===== src/rtl/bkpt_pkg.sv =====
package bkpt_pkg;
   // relation codes
   localparam logic [3:0] REL_EITHER  = 4'hC;
   localparam logic [3:0] REL_ORDERED = 4'hD;
   localparam logic [3:0] REL_INSIDE  = 4'hE;
   localparam logic [3:0] REL_OUTSIDE = 4'hF;

   // configuration register selects
   localparam logic [2:0] SEL_ADDR_A = 3'd0;
   localparam logic [2:0] SEL_ADDR_B = 3'd1;
   localparam logic [2:0] SEL_QUAL_A = 3'd2;
   localparam logic [2:0] SEL_QUAL_B = 3'd3;
   localparam logic [2:0] SEL_REL    = 3'd4;

   // reset qualifier: memory read or write
   localparam int unsigned QUAL_RESET = 3;
endpackage


===== src/rtl/bkpt_addr_cmp.sv =====
module bkpt_addr_cmp #(
   parameter int ADDR_W    = 16,
   parameter int PORT_W    = 8,
   parameter bit IO_NARROW = 1'b1
) (
   input  logic [ADDR_W-1:0] ref_addr,
   input  logic [ADDR_W-1:0] bus_addr,
   input  logic              is_io,
   output logic              eq,
   output logic              bus_ge,
   output logic              bus_le
);
   localparam logic [ADDR_W-1:0] FULL_MASK = '1;
   localparam logic [ADDR_W-1:0] IO_MASK   =
      IO_NARROW ? FULL_MASK >> (ADDR_W - PORT_W) : FULL_MASK;

   logic [ADDR_W-1:0] mask;
   logic [ADDR_W-1:0] r_m;
   logic [ADDR_W-1:0] b_m;

   assign mask   = is_io ? IO_MASK : FULL_MASK;
   assign r_m    = ref_addr & mask;
   assign b_m    = bus_addr & mask;
   assign eq     = (r_m == b_m);
   assign bus_ge = (b_m >= r_m);
   assign bus_le = (b_m <= r_m);
endmodule


===== src/rtl/bkpt_kind_match.sv =====
module bkpt_kind_match #(
   parameter int QUAL_W = 4
) (
   input  logic [QUAL_W-1:0] qual,
   input  logic              is_io,
   input  logic              rd,
   input  logic              wr,
   output logic              hit
);
   logic hi_zero;

   generate
      if (QUAL_W > 3) begin : g_hi
         assign hi_zero = ~|qual[QUAL_W-1:3];
      end else begin : g_nohi
         assign hi_zero = 1'b1;
      end
   endgenerate

   assign hit = hi_zero && (qual[2] == is_io) && ((qual[0] && rd) || (qual[1] && wr));
endmodule


===== src/rtl/bkpt_stop_ctrl.sv =====
module bkpt_stop_ctrl (
   input  logic clk,
   input  logic rst_n,
   input  logic cond,
   input  logic seq_mode,
   input  logic a_cyc,
   input  logic cfg_touch,
   input  logic arm,
   input  logic instr_end,
   input  logic pause_ack,
   output logic seq_q,
   output logic brk_q,
   output logic hit_q
);
   logic arm_q;
   logic pend_q;
   logic rearm;
   logic fire;

   assign rearm = arm && !arm_q;
   assign fire  = cond && arm;

   always_ff @(posedge clk or negedge rst_n) begin
      if (!rst_n) begin
         arm_q  <= 1'b0;
         seq_q  <= 1'b0;
         pend_q <= 1'b0;
         brk_q  <= 1'b0;
         hit_q  <= 1'b0;
      end else begin
         arm_q <= arm;
         hit_q <= cond;

         if (rearm || cfg_touch || (seq_mode && fire))
            seq_q <= 1'b0;
         else if (seq_mode && a_cyc)
            seq_q <= 1'b1;

         if (pause_ack || !arm || brk_q || instr_end)
            pend_q <= 1'b0;
         else if (fire)
            pend_q <= 1'b1;

         if (pause_ack)
            brk_q <= 1'b0;
         else if (instr_end && arm && (pend_q || fire))
            brk_q <= 1'b1;
      end
   end
endmodule


===== src/rtl/bkpt_pair_unit.sv =====
module bkpt_pair_unit
   import bkpt_pkg::*;
#(
   parameter int ADDR_W    = 16,
   parameter int PORT_W    = 8,
   parameter int QUAL_W    = 4,
   parameter bit IO_NARROW = 1'b1
) (
   input  logic              clk,
   input  logic              rst_n,
   input  logic              cfg_wr,
   input  logic [2:0]        cfg_sel,
   input  logic [ADDR_W-1:0] cfg_data,
   input  logic              bus_valid,
   input  logic [ADDR_W-1:0] bus_addr,
   input  logic              bus_io,
   input  logic              bus_rd,
   input  logic              bus_wr,
   input  logic              arm,
   input  logic              instr_end,
   input  logic              pause_ack,
   output logic              brk_req,
   output logic              cyc_hit
);
   localparam int NCMP   = 2;
   localparam int REL_W  = 4;

   generate
      if (PORT_W > ADDR_W || PORT_W < 1) begin : g_bad_port
         $error("PORT_W must lie in 1..ADDR_W");
      end
      if (QUAL_W < 4 || QUAL_W > ADDR_W) begin : g_bad_qual
         $error("QUAL_W must lie in 4..ADDR_W");
      end
   endgenerate

   logic [ADDR_W-1:0] addr_q [NCMP];
   logic [QUAL_W-1:0] qual_q [NCMP];
   logic [REL_W-1:0]  rel_q;

   // configuration registers
   always_ff @(posedge clk or negedge rst_n) begin
      if (!rst_n) begin
         for (int i = 0; i < NCMP; i++) begin
            addr_q[i] <= '0;
            qual_q[i] <= QUAL_W'(QUAL_RESET);
         end
         rel_q <= REL_EITHER;
      end else if (cfg_wr) begin
         case (cfg_sel)
            SEL_ADDR_A: addr_q[0] <= cfg_data;
            SEL_ADDR_B: addr_q[1] <= cfg_data;
            SEL_QUAL_A: qual_q[0] <= cfg_data[QUAL_W-1:0];
            SEL_QUAL_B: qual_q[1] <= cfg_data[QUAL_W-1:0];
            SEL_REL:    rel_q     <= cfg_data[REL_W-1:0];
            default:    ;
         endcase
      end
   end

   logic [NCMP-1:0] eq;
   logic [NCMP-1:0] ge;
   logic [NCMP-1:0] le;
   logic [NCMP-1:0] kind;
   logic [NCMP-1:0] hit;

   generate
      for (genvar g = 0; g < NCMP; g++) begin : g_cmp
         bkpt_addr_cmp #(
            .ADDR_W   (ADDR_W),
            .PORT_W   (PORT_W),
            .IO_NARROW(IO_NARROW)
         ) i_addr (
            .ref_addr(addr_q[g]),
            .bus_addr(bus_addr),
            .is_io   (bus_io),
            .eq      (eq[g]),
            .bus_ge  (ge[g]),
            .bus_le  (le[g])
         );
         bkpt_kind_match #(.QUAL_W(QUAL_W)) i_kind (
            .qual (qual_q[g]),
            .is_io(bus_io),
            .rd   (bus_rd),
            .wr   (bus_wr),
            .hit  (kind[g])
         );
         assign hit[g] = bus_valid && eq[g] && kind[g];
      end
   endgenerate

   // shared qualifier for the span relations
   logic              a_live;
   logic [QUAL_W-1:0] qual_sh;
   logic              kind_sh;

   assign a_live  = (qual_q[0] < QUAL_W'(8)) && (|qual_q[0][1:0]);
   assign qual_sh = a_live ? qual_q[0] : qual_q[1];

   bkpt_kind_match #(.QUAL_W(QUAL_W)) i_kind_sh (
      .qual (qual_sh),
      .is_io(bus_io),
      .rd   (bus_rd),
      .wr   (bus_wr),
      .hit  (kind_sh)
   );

   logic seq_q;
   logic cond_raw;
   logic cond;

   always_comb begin
      case (rel_q)
         REL_ORDERED: cond_raw = hit[1] && seq_q;
         REL_INSIDE:  cond_raw = kind_sh && ge[0] && le[1];
         REL_OUTSIDE: cond_raw = kind_sh && (le[0] || ge[1]);
         default:     cond_raw = hit[0] || hit[1];
      endcase
   end

   assign cond = bus_valid && cond_raw;

   bkpt_stop_ctrl i_stop (
      .clk      (clk),
      .rst_n    (rst_n),
      .cond     (cond),
      .seq_mode (rel_q == REL_ORDERED),
      .a_cyc    (hit[0]),
      .cfg_touch(cfg_wr),
      .arm      (arm),
      .instr_end(instr_end),
      .pause_ack(pause_ack),
      .seq_q    (seq_q),
      .brk_q    (brk_req),
      .hit_q    (cyc_hit)
   );
endmodule


===== config.mk =====
export PLATFORM = sky130hd
export DESIGN_NAME = bkpt_pair_unit
export DESIGN_NICKNAME = d
export VERILOG_FILES = /design/src/rtl/bkpt_pkg.sv /design/src/rtl/bkpt_addr_cmp.sv /design/src/rtl/bkpt_kind_match.sv /design/src/rtl/bkpt_stop_ctrl.sv /design/src/rtl/bkpt_pair_unit.sv
export SDC_FILE = /design/constraint.sdc
export NUM_CORES = 1
export LEC_CHECK = 0
export BUFFER_PORTS_ARGS = -buffer_cell sky130_fd_sc_hd__clkbuf_2
export CAP_MARGIN = 5
export CELL_PAD_IN_SITES_DETAIL_PLACEMENT = 0
export CELL_PAD_IN_SITES_GLOBAL_PLACEMENT = 1
export CORE_UTILIZATION = 48
export DETAILED_ROUTE_END_ITERATION = 8
export PLACE_DENSITY = 0.85
export REMOVE_ABC_BUFFERS = 1
export SETUP_SLACK_MARGIN = 0.15
export SLEW_MARGIN = 15
export SYNTH_ARGS = -nofsm -noshare
export SYNTH_HDL_FRONTEND = slang
export SYNTH_SLANG_ARGS = --single-unit
export TNS_END_PERCENT = 30

===== constraint.sdc =====
create_clock -name clk -period 5.7 [get_ports clk]
set_input_delay 1.14 -clock clk [delete_from_list [all_inputs] [get_ports clk]]
set_output_delay 1.14 -clock clk [all_outputs]
set_load 0.005 [all_outputs]

After elaboration in Yosys (flattened, before gate mapping)
Cells that the tools add are included.
Widths: inputs -> output; s select.
{"block": "totals", "output_inout_bits": 2, "word_cells": 93, "regBits": 49, "inputBits": 45}
{"block": "classes", "n_reduce_logical": 54, "n_eq_ne": 12, "n_bitwise": 3, "order_cmp": 5, "n_mux": 9}
{"op": "$and 16x16->16", "n": 3}
{"op": "$eq 16x16->1", "n": 2}
{"op": "$ge 16x16->1", "n": 2}
{"op": "$le 16x16->1", "n": 2}
{"op": "$logic_and 1x1->1", "n": 28}
{"op": "$mux 16", "n": 1}
{"op": "$eq 4x4->1 const B", "n": 3}
{"op": "$logic_or 1x1->1", "n": 11}
{"op": "$reduce_and 2->1", "n": 5}
{"op": "$eq 3x2->1 const B", "n": 2}
{"op": "$mux 1", "n": 6}
{"op": "$reduce_bool 2->1", "n": 3}
{"op": "$logic_not 1->1", "n": 5}
{"op": "$lt 4x4->1 const B", "n": 1}
{"op": "$mux 4", "n": 1}
{"op": "$eq 1x1->1", "n": 3}
{"op": "$eq 3x1->1 const B", "n": 1}
{"op": "$eq 3x3->1 const B", "n": 1}
{"op": "$logic_not 3->1", "n": 1}
{"op": "$pmux 1 s3", "n": 1}
{"op": "$reduce_or 2->1", "n": 1}

Logic depth before layout (Yosys ltp)
Gate-level depths: netlist (run 1).
{"block": "depth", "depth_word": 15, "ltp_mapped": 11, "ltp_nobuf": 9}

Modules after synthesis
From an unflattened synthesis (run 1), not the netlist that was laid out.
{"block": "hier_totals", "hier_cells": 278, "area_unflattened_um2": 3126.7}
{"mod": "bkpt_pair_unit", "area_each_um2": 1824.2, "instances": 1, "seq_area_each_um2": 1108.6, "cells_each": 116}
{"mod": "bkpt_addr_cmp", "area_each_um2": 521.8, "instances": 2, "seq_area_each_um2": 0.0, "cells_each": 70}
{"mod": "bkpt_stop_ctrl", "area_each_um2": 180.2, "instances": 1, "seq_area_each_um2": 125.1, "cells_each": 13}
{"mod": "bkpt_kind_match", "area_each_um2": 26.3, "instances": 3, "seq_area_each_um2": 0.0, "cells_each": 3}

Worst setup path after synthesis (run 1)
Ideal clock, no wire load.
{"block": "synth_timing", "path_kind": "input to register", "startpoint": "in bus_io", "endpoint": "reg i_stop.pend_q", "path_stages": 11, "path_slack_ps": 2313, "arrival_time_ps": 3307, "setup_time_ps": 80, "required_ps": 5620, "n_path_buf": 2, "cell_sequence": "buf_6 > clkbuf_1 > nor2b_1 > ha_1 > and4_1 > o211ai_2 > or4b_1 > a211oi_2 > a31oi_1 > o31a_2 > nor3_2"}
{"block": "synth_between", "elab_chain_len": 10, "elab_cells_between_ends": 33, "classes_between": "4 x order compare; 5 x eq/ne; 2 x mux; 3 x bitwise; 19 x reduce/logical"}
{"item": "from (decl)", "line_no": "bkpt_pair_unit.sv:16", "text": "input logic bus_io,"}
{"item": "branches (longest 6 deep; another with $le 16x16->1)"}
{"item": "$pmux 1 s3 (*)", "line_no": "bkpt_pair_unit.sv:113", "text": "case (rel_q)"}
{"item": "$logic_and 1x1->1 (*)", "line_no": "bkpt_pair_unit.sv:121", "text": "assign cond = bus_valid && cond_raw;"}
{"item": "$logic_and 1x1->1 (*)", "line_no": "bkpt_stop_ctrl.sv:21", "text": "assign fire = cond && arm;"}
{"item": "$reduce_bool 2->1 (no source line) (*)"}
{"item": "to (signal assigned)", "line_no": "bkpt_stop_ctrl.sv:27", "text": "pend_q <= 1'b0;"}
{"item": "to (signal assigned)", "line_no": "bkpt_stop_ctrl.sv:40", "text": "pend_q <= 1'b0;"}
{"item": "to (signal assigned)", "line_no": "bkpt_stop_ctrl.sv:42", "text": "pend_q <= 1'b1;"}
{"item": "to (decl)", "line_no": "bkpt_stop_ctrl.sv:16", "text": "logic pend_q;"}
Every way passes the cells marked *.
A chain may end at the register's enable or synchronous reset.

Final worst setup path (run 1)
Ends and elaborated chain as after synthesis.

==> parameters.txt, run 1 <==
Parameter                              Value

Clock network
  Clock-pin slew on the worst setup and hold paths    0.09 ns
  Number of hold buffers added after CTS    0
  Maximum root-to-sink buffer count    2
  Buffers inserted by post-CTS timing repair    0
  Htree depth    2
  Post_cts resized    0
  Number of buffers created by CTS    5
  CTS tree    yes
  Clock latency at the later pin of the worst-skew pair    0.30 ns
  Clock root buffer    sky130_fd_sc_hd__clkbuf_8
  # clock sinks    49

Pwr
  Largest vdd supply drop    0.191 mV
  PD cells    272 mW/mm^2
  Static Leakage    roughly 1.5 nW
  Pwr Total    919 uW

Synthesis
  Dominant cell by count in the synthesized netlist    sky130_fd_sc_hd__dfrtp_1
  Largest area contributor in the netlist    sky130_fd_sc_hd__dfrtp_1
  Synth Instances    280
  Seq/Total Area, Yosys    41.4%
  Number of enable-type register cells in the synthesized netlist    0
  Main synth FF type    sky130_fd_sc_hd__dfrtp_1
  Synth warnings    0
  Async set-or-reset flop fraction in the synthesized netlist    100%
  Synthesized area per cell    roughly 11 um^2
  Post-synth design cell area    approximately 0.003 mm^2
  Synth top area share    36.1%
  Dominant cells by area after synthesis    sky130_fd_sc_hd__dfrtp_1 36%, sky130_fd_sc_hd__ha_1 13%, sky130_fd_sc_hd__mux2_2 11%
  Synthesis-stage register bit count    49
  Leading cell types by count after synthesis    43 x sky130_fd_sc_hd__dfrtp_1, 30 x sky130_fd_sc_hd__ha_1, 28 x sky130_fd_sc_hd__mux2_2
  Library cells used by synthesis    52

Route
  DRC violations left    0
  First-pass iteration count of the detailed router    4
  Iteration-0 DRC count of the detailed router    62
  Number of vias per cell after detailed routing    5.38
  Average wire per standard cell    around 15 um
  Vias    2178
  Wire length after detailed routing    6.00 mm
  Count of antenna-violating nets left after detailed routing    0

Status
  Run status    complete, no violations

Worst hold path
  Number of cells on the worst hold path    1
  Start point of the worst min-delay path    i_stop.brk_q
  Class of the most critical hold timing path    reg -> reg

Global routing
  Via count of the first global-routing pass    2244
  Total routing resource utilization after global routing    21.0%
  Maximum number of pins on one net before global-route repair    50
  Number of antenna violations at the first check in global routing    0
  First-pass GRT wire length    10.4 mm
  Final global-route overflow total    0

Finish
  Final core utilization    56.8%
  Relative area change from synthesis to final layout    13.6%
  Total of fill cells in the finished design    566
  Count of placed standard cells in the final layout, fillers left out    405
  Share of cells above drive strength 1    31.2%
  Inserted Diodes    0
  Net total in the final layout    404
  FF/Latch Area    about 0.0012 mm^2
  Multi-input gate area in the final layout    0.00165 mm^2

Timing
  Period Utilization, post-route    59.5%
  Setup-violating endpoint count in the final report    0
  Achievable clock frequency    295 MHz
  RSZ-0062 raised after global routing    no
  Worst Skew    around 0.0083 ns
  Final count of hold timing violations    0
  Final Max Tran Viols    0
  Final Critical Period    3.39 ns
  Summed negative setup slack over all endpoints    0 ns
  Least-Margin Pin Slew    0.623 ns
  Relative slew slack    around three fifths

Critical path
  Largest driver fanout on the critical path    28
  Beginning of the worst register-to-register path    addr_q[31]
  Required time worst endpoint    5.94 ns
  Path length in cells of the critical path    10
  Critical-path cell with the highest stage delay    sky130_fd_sc_hd__or4b_1
  Depth of the worst register-to-register path    9
  Buffer and inverter count on the worst path    1
  Crit start category    input pin
  Source of the critical timing path    bus_io
  Peak per-stage delay on the critical path    between 0.5 and 0.6 ns
  Reg-to-reg slack, setup    3.31 ns
  Critical path start-end classification    in -> reg
  Worst path arrival time    3.63 ns
  Top Family by Delay on Critical Path    simple AND/OR/NAND/NOR gates
  Worst path cell trace    clkbuf_2 > nor2b_1 > ha_1 > and4_1 > o211ai_2 > or4b_1 > a211oi_2 > a31oi_1 > o31a_2 > nor3_2
  Worst Setup End Kind    register

Placed design
  Number of port buffers    46
  Final GP Congestion    a little over 0.8
  Post-placement cell count    397
  DP HPWL    4.59 mm

Floorplan
  Ports    47
  Chip height    80.8 um
  Core area    0.00596 mm^2
  Area of the die    approximately 0.0065 mm^2
  Die W    80.8 um
  Row count    28
  Starting density of the core    50.0%

Flow run
  Max Cap Viol    0
==> sequential cells by signal, indices dropped and copies added, names as in the netlist <==
name	count
addr_q	32
i_stop.arm_q	1
i_stop.brk_q	1
i_stop.hit_q	1
i_stop.pend_q	1
i_stop.seq_q	1
qual_q	8
rel_q	4
==> kinds of logic after synthesis <==
| group | synth area share (%) |
|---|---|
| adder cells (fa/ha/maj) | 12.6 |
| XOR/XNOR | 1.18 |
| buffers and inverters | 3.40 |
| flip-flops | 41.4 |
| multiplexers | 11.3 |
| AND/OR/NAND/NOR | 16.7 |
| AO/OA/AOI/OAI | 13.4 |
==> per-layer routing <==
layer  track usage, %  vias up  wire length [um]
met2             36.2       35              2900
li1                 -     1106                 -
met3             3.82        9               170
met4             6.79        0                90
met1             26.6     1028              2840
met5                0        -                 0
==> per-stage QoR <==
step                setup WS [ns]  area [um^2]  hold WS (ns)
finish                       2.31         3380         0.480
global route                 2.09         3380         0.501
CTS                          2.31         3380         0.481
detailed placement           1.99         3300         0.466
global placement             2.07         3300         0.462
floorplan                    2.39         2940         0.459
==> power by group <==
group | internal (mW) | switching, mW
Clock | 0.0864 | 0.114
Combinational | 0.129 | 0.129
Sequential | 0.422 | 0.0387
Total | 0.637 | 0.282
==> cells in the final DEF, fill, tap and decap left out, drive strengths merged, types with 2 or more instances in the layout <==
master	count
clkbuf	53
dfrtp	43
ha	30
mux2	30
nand2	22
o21ai	19
inv	18
nand2b	15
nor3	12
nor2b	10
a21oi	9
dfstp	6
o21a	4
nand4	4
nor2	4
nand3	4
o211ai	4
a211oi	4
buf	3
nor3b	3
and3	3
xnor2	2
and4	2
a21boi	2
a22oi	2
xor2	2
a31oi	2
o211a	2
==> layout make-up <==
cell class	count	area share, %
clock inverters	1	0.148
repair buffers	49	7.47
well taps	75	2.77
flip-flops and latches	49	36.5
multi-input cells	206	48.9
inverters	18	2.00
clock buffers	7	2.26
==> path summary, 6_finish.rpt <==
kind                                 endpoint
worst min register to register  i_stop.pend_q
max in group asynchronous        i_stop.seq_q
min in group asynchronous          addr_q[22]
worst min-delay path            i_stop.pend_q
worst max register to register  i_stop.pend_q
worst max-delay path            i_stop.pend_q
No activity file was read; power rests on OpenSTA's default activity.
==> run 2, diff against run 1 <==
--- a/config.mk
+++ b/config.mk
@@ -9,9 +9,9 @@
 export CAP_MARGIN = 5
 export CELL_PAD_IN_SITES_DETAIL_PLACEMENT = 0
 export CELL_PAD_IN_SITES_GLOBAL_PLACEMENT = 1
-export CORE_UTILIZATION = 48
+export CORE_UTILIZATION = 44
 export DETAILED_ROUTE_END_ITERATION = 8
-export PLACE_DENSITY = 0.85
+export PLACE_DENSITY = 0.79
 export REMOVE_ABC_BUFFERS = 1
 export SETUP_SLACK_MARGIN = 0.15
 export SLEW_MARGIN = 15
==> constraint.sdc (replaced) <==
create_clock -name clk -period 3.4 [get_ports clk]
set_input_delay 0.68 -clock clk [delete_from_list [all_inputs] [get_ports clk]]
set_output_delay 0.68 -clock clk [all_outputs]
set_load 0.005 [all_outputs]
==> parameters.txt, run 2 (synthesis gave the netlist of run 1 again) <==
Parameter                              Value

Clock network
  Number of buffers created by CTS    5 (unchanged)
  Number of hold buffers added after CTS    0 (unchanged)
  Post_cts resized    0 (unchanged)
  Maximum root-to-sink buffer count    2 (unchanged)
  Clock latency at the later pin of the worst-skew pair    0.30 ns (about the same)
  Htree depth    2 (unchanged)
  # clock sinks    49 (unchanged)
  Buffers inserted by post-CTS timing repair    0 (unchanged)
  Clock-pin slew on the worst setup and hold paths    0.10 ns (was 0.09 ns)
  Clock root buffer    sky130_fd_sc_hd__clkbuf_8 (unchanged)
  CTS tree    yes (unchanged)

Critical path
  Peak per-stage delay on the critical path    0.57 ns (was 0.58 ns)
  Crit start category    input pin (unchanged)
  Critical-path cell with the highest stage delay    sky130_fd_sc_hd__or4b_1 (unchanged)
  Worst path cell trace    clkbuf_2 > nor2b_1 > ha_1 > and4_1 > o211ai_2 > or4b_1 > a211oi_2 > a31oi_1 > o31a_2 > nor3_2 (unchanged)
  Worst Setup End Kind    register (unchanged)
  Required time worst endpoint    3.62 ns (was 5.94 ns)
  Largest driver fanout on the critical path    28 (unchanged)
  Critical path start-end classification    in -> reg (unchanged)
  Depth of the worst register-to-register path    9 (unchanged)
  Worst path arrival time    3.13 ns (was 3.63 ns)

Floorplan
  Area of the die    0.00710 mm^2 (was 0.00652 mm^2)
  Row count    29 (was 28)
  Ports    47 (unchanged)
  Chip height    84.3 um (was 80.8 um)
  Starting density of the core    46.1% (was 50.0%)
  Die W    84.3 um (was 80.8 um)
  Core area    0.00646 mm^2 (was 0.00596 mm^2)

Finish
  Most common cell after layout, fill and taps aside    sky130_fd_sc_hd__clkbuf_2 (unchanged)
  Share of cells above drive strength 1    32.0% (was 31.2%)
  Largest register FFs    32 (unchanged)
  Registers with the highest flip-flop counts    addr_q x32, qual_q x8, rel_q x4 (unchanged)
  Count of placed standard cells in the final layout, fillers left out    408 (was 405)
  Inserted Diodes    0 (unchanged)
  Multi-input gate area in the final layout    0.00165 mm^2 (unchanged)
  Final core utilization    53.1% (was 56.8%)
  Net total in the final layout    405 (was 404)
  Top register by number of flip-flops    addr_q (unchanged)
  Top library cells by usage in the layout, fill and taps aside    46 x sky130_fd_sc_hd__clkbuf_2, 43 x sky130_fd_sc_hd__dfrtp_1, 30 x sky130_fd_sc_hd__ha_1 (unchanged)
  Relative area change from synthesis to final layout    15.2% (was 13.6%)
  FF/Latch Area    0.00123 mm^2 (unchanged)
  Total of fill cells in the finished design    617 (was 566)

Placed design
  Final GP Congestion    0.783 (was 0.825)
  Number of port buffers    46 (unchanged)
  Post-placement cell count    400 (was 397)
  DP HPWL    4.73 mm (was 4.59 mm)

Timing
  Summed negative setup slack over all endpoints    0 ns (unchanged)
  Least-Margin Pin Slew    0.595 ns (was 0.623 ns)
  Final Critical Period    2.91 ns
  RSZ-0062 raised after global routing    no (unchanged)
  Period Utilization, post-route    85.5%
  Relative slew slack    60.0% (was 58.4%)
  Setup-violating endpoint count in the final report    0 (unchanged)
  Worst Skew    0.00814 ns (was 0.00834 ns)
  Final Max Tran Viols    0 (unchanged)
  Achievable clock frequency    around 340 MHz
  Final count of hold timing violations    0 (unchanged)

Status
  Violations in the final reports    design-rule violations
  Run status    finished with violations (was complete, no violations)

Pwr
  Largest vdd supply drop    0.264 mV (was 0.191 mV)
  PD cells    480 mW/mm^2 (was 272 mW/mm^2)
  Static Leakage    1.57 nW (was 1.55 nW)

Global routing
  Maximum number of pins on one net before global-route repair    30 (was 50)
  Final global-route overflow total    0 (unchanged)
  Via count of the first global-routing pass    2266 (was 2244)
  First-pass GRT wire length    10.5 mm (was 10.4 mm)
  Number of antenna violations at the first check in global routing    0 (unchanged)
  Total routing resource utilization after global routing    18.7% (was 21.0%)

Route
  Iteration-0 DRC count of the detailed router    94 (was 62)
  First-pass iteration count of the detailed router    6 (was 4)
  Vias    2191 (was 2178)
  Number of vias per cell after detailed routing    5.37 (was 5.38)
  Wire length after detailed routing    6.00 mm (about the same)
  DRC violations left    6 (was 0)
  Count of antenna-violating nets left after detailed routing    0 (unchanged)
  Average wire per standard cell    14.7 um (was 14.8 um)

Worst hold path
  Class of the most critical hold timing path    in -> async (was reg -> reg)

Flow run
  Max Cap Viol    0 (unchanged)
==> run 2: worst paths after layout <==
| path | to | from | slack, ns |
|---|---|---|---|
| setup / recovery | i_stop.pend_q | bus_io | 0.49 |
| hold / removal | addr_q[27] | rst_n | 0.34 |
| setup reg to reg | i_stop.pend_q | addr_q[29] | 1.03 |
| hold reg to reg | i_stop.pend_q | i_stop.brk_q | 0.48 |
| max in group asynchronous | rel_q[3] | rst_n | 2.24 |
| min in group clk | i_stop.pend_q | i_stop.brk_q | 0.48 |
==> run 2: where the power goes <==
group / internal, mW / total, mW / switching (mW)
combinational: 0.216 / 0.435 / 0.219
clock: 0.239 / 0.440 / 0.200
sequential: 0.707 / 0.774 / 0.0662
total: 1.16 / 1.65 / 0.485
==> run 2: through the flow <==
step                      total power, mW  cell area [um^2]  setup WS [ns]  hold slack [ns]
after global routing                 1.77              3430          0.322            0.375
after global placement               1.21              3310          0.278            0.469
after detailed placement             1.22              3310          0.193            0.464
after CTS                            1.67              3430          0.486            0.357
final                                1.65              3430          0.493            0.342
after floorplan                      1.08              2940          0.550            0.384
==> run 2: layout make-up <==
class	instances	area share, %
Multi-Input combinational cell	206	48.2
Sequential cell	49	36.0
Timing Repair Buffer	50	7.59
Tap cell	77	2.81
Clock buffer	6	2.41
Inverter	18	1.97
Clock inverter	2	1.09
==> run 2: worst max-delay path: cells and delay by family <==
| kind | cells | cell delay, ns |
|---|---|---|
| simple gates | 4 | 1.05 |
| fa+ha+maj | 1 | 0.34 |
| compound gates | 4 | 0.67 |
| buf+inv | 1 | 0.39 |
==> run 2: per-layer routing <==
layer	global-route usage (%)	vias to the layer above	share of wire, %
li1	-	1107	-
met1	25.4	1040	49
met2	31.1	40	47
met3	3.74	4	3.7
met4	3.92	0	0.68
met5	0	-	0
